$ cat config.mk
export PLATFORM = sky130hd
export DESIGN_NAME = usb_lowspeed_tx
export DESIGN_NICKNAME = d
export VERILOG_FILES = /design/src/rtl/usb_tx_pkg.sv /design/src/rtl/usb_tx_bit_timer.sv /design/src/rtl/usb_tx_feed.sv /design/src/rtl/usb_tx_nrzi.sv /design/src/rtl/usb_lowspeed_tx.sv
export SDC_FILE = /design/constraint.sdc
export NUM_CORES = 1
export LEC_CHECK = 0
export ABC_AREA = 1
export BUFFER_PORTS_ARGS = -buffer_cell sky130_fd_sc_hd__buf_2
export CORE_MARGIN = 5
export CORE_UTILIZATION = 50
export CTS_CLUSTER_DIAMETER = 120
export DETAILED_ROUTE_END_ITERATION = 8
export GPL_TIMING_DRIVEN = 0
export PLACE_DENSITY = 0.71
export SYNTH_ARGS = -nofsm -noshare
export SYNTH_HDL_FRONTEND = slang
export SYNTH_SLANG_ARGS = --single-unit
export TNS_END_PERCENT = 30
$ cat constraint.sdc
create_clock -name clk -period 1.9 [get_ports clk]
set_clock_uncertainty 0.15 [all_clocks]
set_input_delay 0.19 -clock clk [delete_from_list [all_inputs] [get_ports clk]]
set_output_delay 0.19 -clock clk [all_outputs]
set_load 0.05 [all_outputs]
$ cat src/rtl/usb_tx_pkg.sv
package usb_tx_pkg;
  typedef enum logic [2:0] {
    ST_IDLE,
    ST_LEAD,
    ST_BITS,
    ST_SE0,
    ST_TAIL
  } tx_state_e;

  typedef enum logic [1:0] {
    DRV_OFF,
    DRV_LINE,
    DRV_SE0
  } drv_mode_e;

  localparam logic [7:0] SYNC_PATTERN = 8'h80;
endpackage

$ cat src/rtl/usb_tx_bit_timer.sv
module usb_tx_bit_timer #(
  parameter int BIT_CLKS = 12
) (
  input  logic clk,
  input  logic rst_n,
  input  logic run,
  input  logic restart,
  output logic tick
);
  localparam int W = $clog2(BIT_CLKS + 1);
  localparam logic [W-1:0] LAST = W'(BIT_CLKS - 1);

  logic [W-1:0] cnt;

  always_ff @(posedge clk or negedge rst_n) begin
    if (!rst_n)                cnt <= '0;
    else if (restart || !run)  cnt <= '0;
    else if (cnt == LAST)      cnt <= '0;
    else                       cnt <= cnt + 1'b1;
  end

  assign tick = run && !restart && (cnt == LAST);
endmodule

$ cat src/rtl/usb_tx_feed.sv
module usb_tx_feed #(
  parameter int CNT_W = 4
) (
  input  logic             clk,
  input  logic             rst_n,
  input  logic             load,
  input  logic [CNT_W-1:0] load_count,
  input  logic             active,
  input  logic             take,
  input  logic             flush,
  input  logic             in_valid,
  input  logic [7:0]       in_data,
  output logic             in_ready,
  output logic             hold_valid,
  output logic [7:0]       hold_data
);
  logic [CNT_W-1:0] owed;

  assign in_ready = active && !hold_valid && (owed != '0);

  always_ff @(posedge clk or negedge rst_n) begin
    if (!rst_n) begin
      owed       <= '0;
      hold_valid <= 1'b0;
      hold_data  <= '0;
    end else if (load) begin
      owed       <= load_count;
      hold_valid <= 1'b0;
    end else if (flush) begin
      owed       <= '0;
      hold_valid <= 1'b0;
    end else if (in_valid && in_ready) begin
      hold_data  <= in_data;
      hold_valid <= 1'b1;
      owed       <= owed - 1'b1;
    end else if (take) begin
      hold_valid <= 1'b0;
    end
  end
endmodule

$ cat src/rtl/usb_tx_nrzi.sv
module usb_tx_nrzi #(
  parameter int STUFF_RUN = 6
) (
  input  logic clk,
  input  logic rst_n,
  input  logic init,
  input  logic step,
  input  logic bit_in,
  output logic line_j,
  output logic stuff_due
);
  localparam int RW = $clog2(STUFF_RUN + 1);

  logic [RW-1:0] ones;

  assign stuff_due = (ones == RW'(STUFF_RUN));

  always_ff @(posedge clk or negedge rst_n) begin
    if (!rst_n) begin
      line_j <= 1'b1;
      ones   <= '0;
    end else if (init) begin
      line_j <= 1'b1;
      ones   <= '0;
    end else if (step) begin
      if (stuff_due) begin
        line_j <= !line_j;
        ones   <= '0;
      end else if (bit_in) begin
        ones   <= ones + 1'b1;
      end else begin
        line_j <= !line_j;
        ones   <= '0;
      end
    end
  end
endmodule

$ cat src/rtl/usb_lowspeed_tx.sv
module usb_lowspeed_tx #(
  parameter int BIT_CLKS     = 12,
  parameter int MAX_BYTES    = 12,
  parameter int MIN_BYTES    = 2,
  parameter int STUFF_RUN    = 6,
  parameter int EOP_SE0_BITS = 2,
  parameter int ADDR_W       = 7,
  parameter int CNT_W        = $clog2(MAX_BYTES + 1)
) (
  input  logic              clk,
  input  logic              rst_n,
  input  logic              start,
  input  logic [CNT_W-1:0]  byte_cnt,
  input  logic              is_handshake,
  input  logic              in_valid,
  input  logic [7:0]        in_data,
  output logic              in_ready,
  input  logic [ADDR_W-1:0] new_addr,
  input  logic              new_addr_pending,
  output logic              dp,
  output logic              dm,
  output logic              oe,
  output logic              busy,
  output logic              done,
  output logic [ADDR_W-1:0] dev_addr
);
  import usb_tx_pkg::*;

  localparam int SE0_W = $clog2(EOP_SE0_BITS + 1);
  localparam logic [CNT_W-1:0] HS_BYTES = CNT_W'(2);
  localparam logic [CNT_W-1:0] LO_BYTES = CNT_W'(MIN_BYTES);
  localparam logic [CNT_W-1:0] HI_BYTES = CNT_W'(MAX_BYTES);

  tx_state_e        st;
  drv_mode_e        drv;
  logic [7:0]       shreg;
  logic [2:0]       bit_idx;
  logic             fin;
  logic             hs_q;
  logic [SE0_W-1:0] se0_cnt;
  logic [CNT_W-1:0] eff_cnt;

  logic bit_tick, line_j, stuff_due;
  logic hold_valid;
  logic [7:0] hold_data;

  logic go, sending, emit, advance, end_pkt, take;

  always_comb begin
    if (is_handshake)             eff_cnt = HS_BYTES;
    else if (byte_cnt < LO_BYTES) eff_cnt = LO_BYTES;
    else if (byte_cnt > HI_BYTES) eff_cnt = HI_BYTES;
    else                          eff_cnt = byte_cnt;
  end

  assign go      = start && (st == ST_IDLE);
  assign sending = (st == ST_LEAD) || (st == ST_BITS);
  assign emit    = bit_tick && sending && (stuff_due || !fin);
  assign advance = emit && !stuff_due;
  assign take    = advance && (bit_idx == 3'd7) && hold_valid;
  assign end_pkt = bit_tick && (st == ST_BITS) && fin && !stuff_due;

  usb_tx_bit_timer #(.BIT_CLKS(BIT_CLKS)) timer_i (
    .clk     (clk),
    .rst_n   (rst_n),
    .run     (st != ST_IDLE),
    .restart (go),
    .tick    (bit_tick)
  );

  usb_tx_feed #(.CNT_W(CNT_W)) feed_i (
    .clk        (clk),
    .rst_n      (rst_n),
    .load       (go),
    .load_count (eff_cnt - 1'b1),
    .active     (sending && !fin),
    .take       (take),
    .flush      (end_pkt),
    .in_valid   (in_valid),
    .in_data    (in_data),
    .in_ready   (in_ready),
    .hold_valid (hold_valid),
    .hold_data  (hold_data)
  );

  usb_tx_nrzi #(.STUFF_RUN(STUFF_RUN)) nrzi_i (
    .clk       (clk),
    .rst_n     (rst_n),
    .init      (go || end_pkt),
    .step      (emit),
    .bit_in    (shreg[0]),
    .line_j    (line_j),
    .stuff_due (stuff_due)
  );

  always_ff @(posedge clk or negedge rst_n) begin
    if (!rst_n) begin
      st       <= ST_IDLE;
      drv      <= DRV_OFF;
      shreg    <= '0;
      bit_idx  <= '0;
      fin      <= 1'b0;
      hs_q     <= 1'b0;
      se0_cnt  <= '0;
      done     <= 1'b0;
      dev_addr <= '0;
    end else begin
      done <= 1'b0;
      unique case (st)
        ST_IDLE: if (go) begin
          st      <= ST_LEAD;
          drv     <= DRV_LINE;
          shreg   <= SYNC_PATTERN;
          bit_idx <= '0;
          fin     <= 1'b0;
          hs_q    <= is_handshake;
        end
        ST_LEAD, ST_BITS: begin
          if (emit) st <= ST_BITS;
          if (advance) begin
            bit_idx <= bit_idx + 1'b1;
            if (bit_idx == 3'd7) begin
              if (hold_valid) shreg <= hold_data;
              else            fin   <= 1'b1;
            end else begin
              shreg <= {1'b0, shreg[7:1]};
            end
          end
          if (end_pkt) begin
            st      <= ST_SE0;
            drv     <= DRV_SE0;
            se0_cnt <= '0;
            if (!hs_q && new_addr_pending) dev_addr <= new_addr;
          end
        end
        ST_SE0: if (bit_tick) begin
          if (se0_cnt == SE0_W'(EOP_SE0_BITS - 1)) begin
            st  <= ST_TAIL;
            drv <= DRV_LINE;
          end else begin
            se0_cnt <= se0_cnt + 1'b1;
          end
        end
        ST_TAIL: if (bit_tick) begin
          st   <= ST_IDLE;
          drv  <= DRV_OFF;
          done <= 1'b1;
        end
        default: st <= ST_IDLE;
      endcase
    end
  end

  assign busy = (st != ST_IDLE);
  assign oe   = (drv != DRV_OFF);
  assign dp   = (drv == DRV_LINE) && !line_j;
  assign dm   = (drv == DRV_LINE) && line_j;
endmodule

==> run_results.csv <==
group,metric,value,unit
outcome,outcome,"complete, no violations",
setup_path,timing.critical_path.cells,"buf_6, nor2_4, nor2_8, inv_2, buf_6, nor4_4, buf_6",
grt,grt_pass1_vias,2347,
setup_path,reg2reg_path_depth,8,
clock_tree,clk-insertion-delay-late,300,ps
drt,drc_errors_left,0,
setup_path,crit_required,1560,ps
finish,layout.cells.most_common_list,"107 x sky130_fd_sc_hd__nand2_1, 46 x sky130_fd_sc_hd__dfrtp_1, 42 x sky130_fd_sc_hd__buf_2",
setup_path,reg_to_reg_endpoint,"st[1]",
die,die_area,6910,sq um
placed_design,port_buffers,37,
timing,timing.slew.headroom,0.292,
min_path,hold_path_class,"in2reg",
setup_path,internal_reg_to_reg_setup_slack,80,ps
clock_tree,cts_made_buffers,5,
grt,globalRouteOverflowTotal,0,
logic_synthesis,postSynthAreaPerCell,7.86,sq um
logic_synthesis,synth.yosys.seq_area_share,0.459,
finish,nNetsFinal,448,
timing,unrepaired_setup_endpoints_after_global_routing,"true",
logic_synthesis,post_synth_inst_count,340,
timing,final-max-slew-violation-count,0,
clock_tree,path_clk_slew,90,ps
clock_tree,numClockSinks,49,
finish,post_synthesis_to_final_layout_area_growth,31.0,%
setup_path,setup.worst_path.end_class,"primary output",
die,rows,26,
drt,detail_route.wl_per_cell,12.5,um
die,fp.coreArea,5140,sq um
placed_design,detailedPlace.worstSlack,-143,ps
logic_synthesis,postSynthRegisterBits,49,
grt,gr-usage-all-layers,0.181,
setup_path,cp.arrival,1520,ps
placed_design,placedCellCount,447,
placed_design,post-dp-hpwl,3950,um
setup_path,reg2reg_from,"st[0]",
setup_path,critical_path_class,"reg2out",
logic_synthesis,synth_fp_nets,374,
die,die_h,83.1,um
clock_tree,ctsRootBufferMaster,"sky130_fd_sc_hd__clkbuf_8",
placed_design,gpl.final_weighted_congestion,0.854,
drt,vias_per_cell,4.97,
timing,holdWs,102,ps
logic_synthesis,ys_types,36,
setup_path,crit_path_frequent_cell,"sky130_fd_sc_hd__buf_6",
drt,routed_wl,6080,um
clock_tree,cts_tree,"built",
setup_path,worst_setup_path_start_kind,"flip-flop",
clock_tree,cts_buffer_depth,2,
timing,post-route-min-period,1860,ps
finish,layout-drive-gt1-share,0.255,
finish,antenna_diode_instance_count,0,
drt,drtIter0Drc,228,
timing,timing.final.hold_violations,0,
drt,route.antenna.remaining_nets,0,
timing,period_share,0.981,
setup_path,standard_cell_with_the_maximum_stage_delay_on_the_critical_path,"sky130_fd_sc_hd__dfrtp_2",
min_path,launch_instance_of_the_worst_min_delay_path,"new_addr_pending",
timing,worst_pin_slew,1060,ps
setup_path,critical_path.max_fanout,3,
setup_path,timing.critical_path.slowest_cell_delay,420,ps
finish,post_layout_nonfiller_instances,485,
finish,final.fill_count,432,
finish,stdcell_area,3500,sq um
die,initial_core_util,0.520,
logic_synthesis,yosysWarningCount,0,
clock_tree,h_tree_depth,2,
drt,routed-via-count,2411,
power_and_ir_drop,total_power_density_per_cell_area,1550,nW/um^2
min_path,worstHoldPathCells,4,
setup_path,critical-path-top-delay-family,"buffers and inverters",
die,io-pin-count,38,
finish,utilization,0.681,
die,die_width,83.1,um
grt,antenna_violations_before_repair,0,
drt,drtPass1Iterations,4,
grt,grt_first_pass_wirelength,10500,um
logic_synthesis,synthesis.area,2670,sq um
timing,timing_limited_maximum_frequency,537,MHz
power_and_ir_drop,total_leakage_power,0.00183,uW
setup_path,worst-path-buf-inv,4,
power_and_ir_drop,irDropWorstVdd,0.000876,V
finish,layout_commonest_cell,"sky130_fd_sc_hd__nand2_1",
min_path,hold-path-endpoint,"dev_addr[5]",
run,cap_viol_max_count,0,
placed_design,placement.cell_area,2960,sq um
timing,setup_viol,0,
timing,final_critical_path_setup_slack,36.1,ps
grt,grt_start_max_net_pins,50,
[logic make-up after synthesis]
logic type      Yosys count  share of synthesized area
buf+inv                  54                     0.0810
flops                    49                      0.459
xor+xnor                  3                    0.00983
fa+ha+maj                 9                     0.0421
simple gates            182                      0.319
compound gates           43                     0.0890
[per-layer routing]
layer  part of all wire  vias to the layer above  global-route usage
li1                   -                     1241                   -
met1               0.46                     1108               0.247
met2               0.49                       56               0.290
met3              0.045                        6              0.0317
met4              0.013                        0              0.0609
met5                  0                        -                   0
[power breakdown]
group / internal [uW] / total [uW] / leakage [uW] / switching (uW)
clock network: 523 / 873 / 0.0000681 / 350
registers: 1370 / 1610 / 0.000643 / 237
logic: 1130 / 2960 / 0.00112 / 1820
total: 3030 / 5440 / 0.00183 / 2410
[stage by stage]
stage,power (uW),TNS [ps]
after CTS,5210,-99.1
after global routing,5870,-130
after global placement,3960,-1930
after floorplan,3500,-124
after detailed placement,4020,-1800
final,5440,0
[area by class of cell]
type,instances,area [sq um],area share
Multi-Input combinational cell,237,1360,0.388
Sequential cell,49,1230,0.351
Timing Repair Buffer,67,462,0.132
Inverter,46,174,0.0497
Tap cell,70,87.6,0.0250
Clock buffer,5,68.8,0.0196
Clock inverter,3,65.1,0.0186
Buffer,8,57.6,0.0164
[registers in the layout, indices dropped and copies added, names as in the netlist]
register,count
nrzi_i.line_j,1
fin,1
dev_addr,7
bit_idx,3
timer_i.cnt,4
feed_i.hold_valid,1
feed_i.owed,4
done,1
se0_cnt,2
st,3
nrzi_i.ones,3
shreg,8
hs_q,1
drv,2
feed_i.hold_data,8
[synth_stat cells (all sizes together)]
cell type / count / area, sq um
nor4b: 1 / 8.76
buf: 7 / 40.0
clkinv: 1 / 3.75
o21bai: 1 / 18.8
o22ai: 1 / 6.26
nor3b: 1 / 7.51
a21oi: 11 / 55.1
o211ai: 2 / 15.0
or2: 4 / 25.0
a21boi: 1 / 7.51
nand4: 14 / 93.8
o21ai: 27 / 135
inv: 45 / 169
nand3: 23 / 125
nor4: 1 / 6.26
ha: 9 / 113
nand3b: 1 / 11.3
nor2: 19 / 105
and2: 1 / 6.26
nand2: 114 / 443
xnor2: 3 / 26.3
nor3: 3 / 20.0
dfrtp: 48 / 1200
clkbuf: 1 / 3.75
dfstp: 1 / 26.3
[worst register-to-register path, delay by kind of cell, from the launching register on]
family	cells	cell delay, ps
DFF	1	450
buffers and inverters	2	270
and+or+nand+nor	6	850
[worst max path at each step]
stage	from	endpoint	slack, ps	cells past startpoint
3_3_place_gp	nrzi_i.ones[0]	se0_cnt[0]	-140	10
2_1_floorplan	nrzi_i.line_j	dm	-120	1
5_1_grt	st[0]	in_ready	-50	7
4_1_cts	st[0]	in_ready	-100	7
6_report	st[0]	in_ready	40	7
3_5_place_dp	nrzi_i.ones[0]	se0_cnt[0]	-140	10
[what timing repair did]
item / CTS / global route
hold buffers: 17 / 0
hold endpoints to repair: 64 / 0
resized for setup: 13 / 30
cloned: 0 / 2
setup buffers: 9 / 2
setup endpoints to repair: 25 / 34
pin swaps: 3 / 7
No activity file was read; power rests on OpenSTA's default activity.
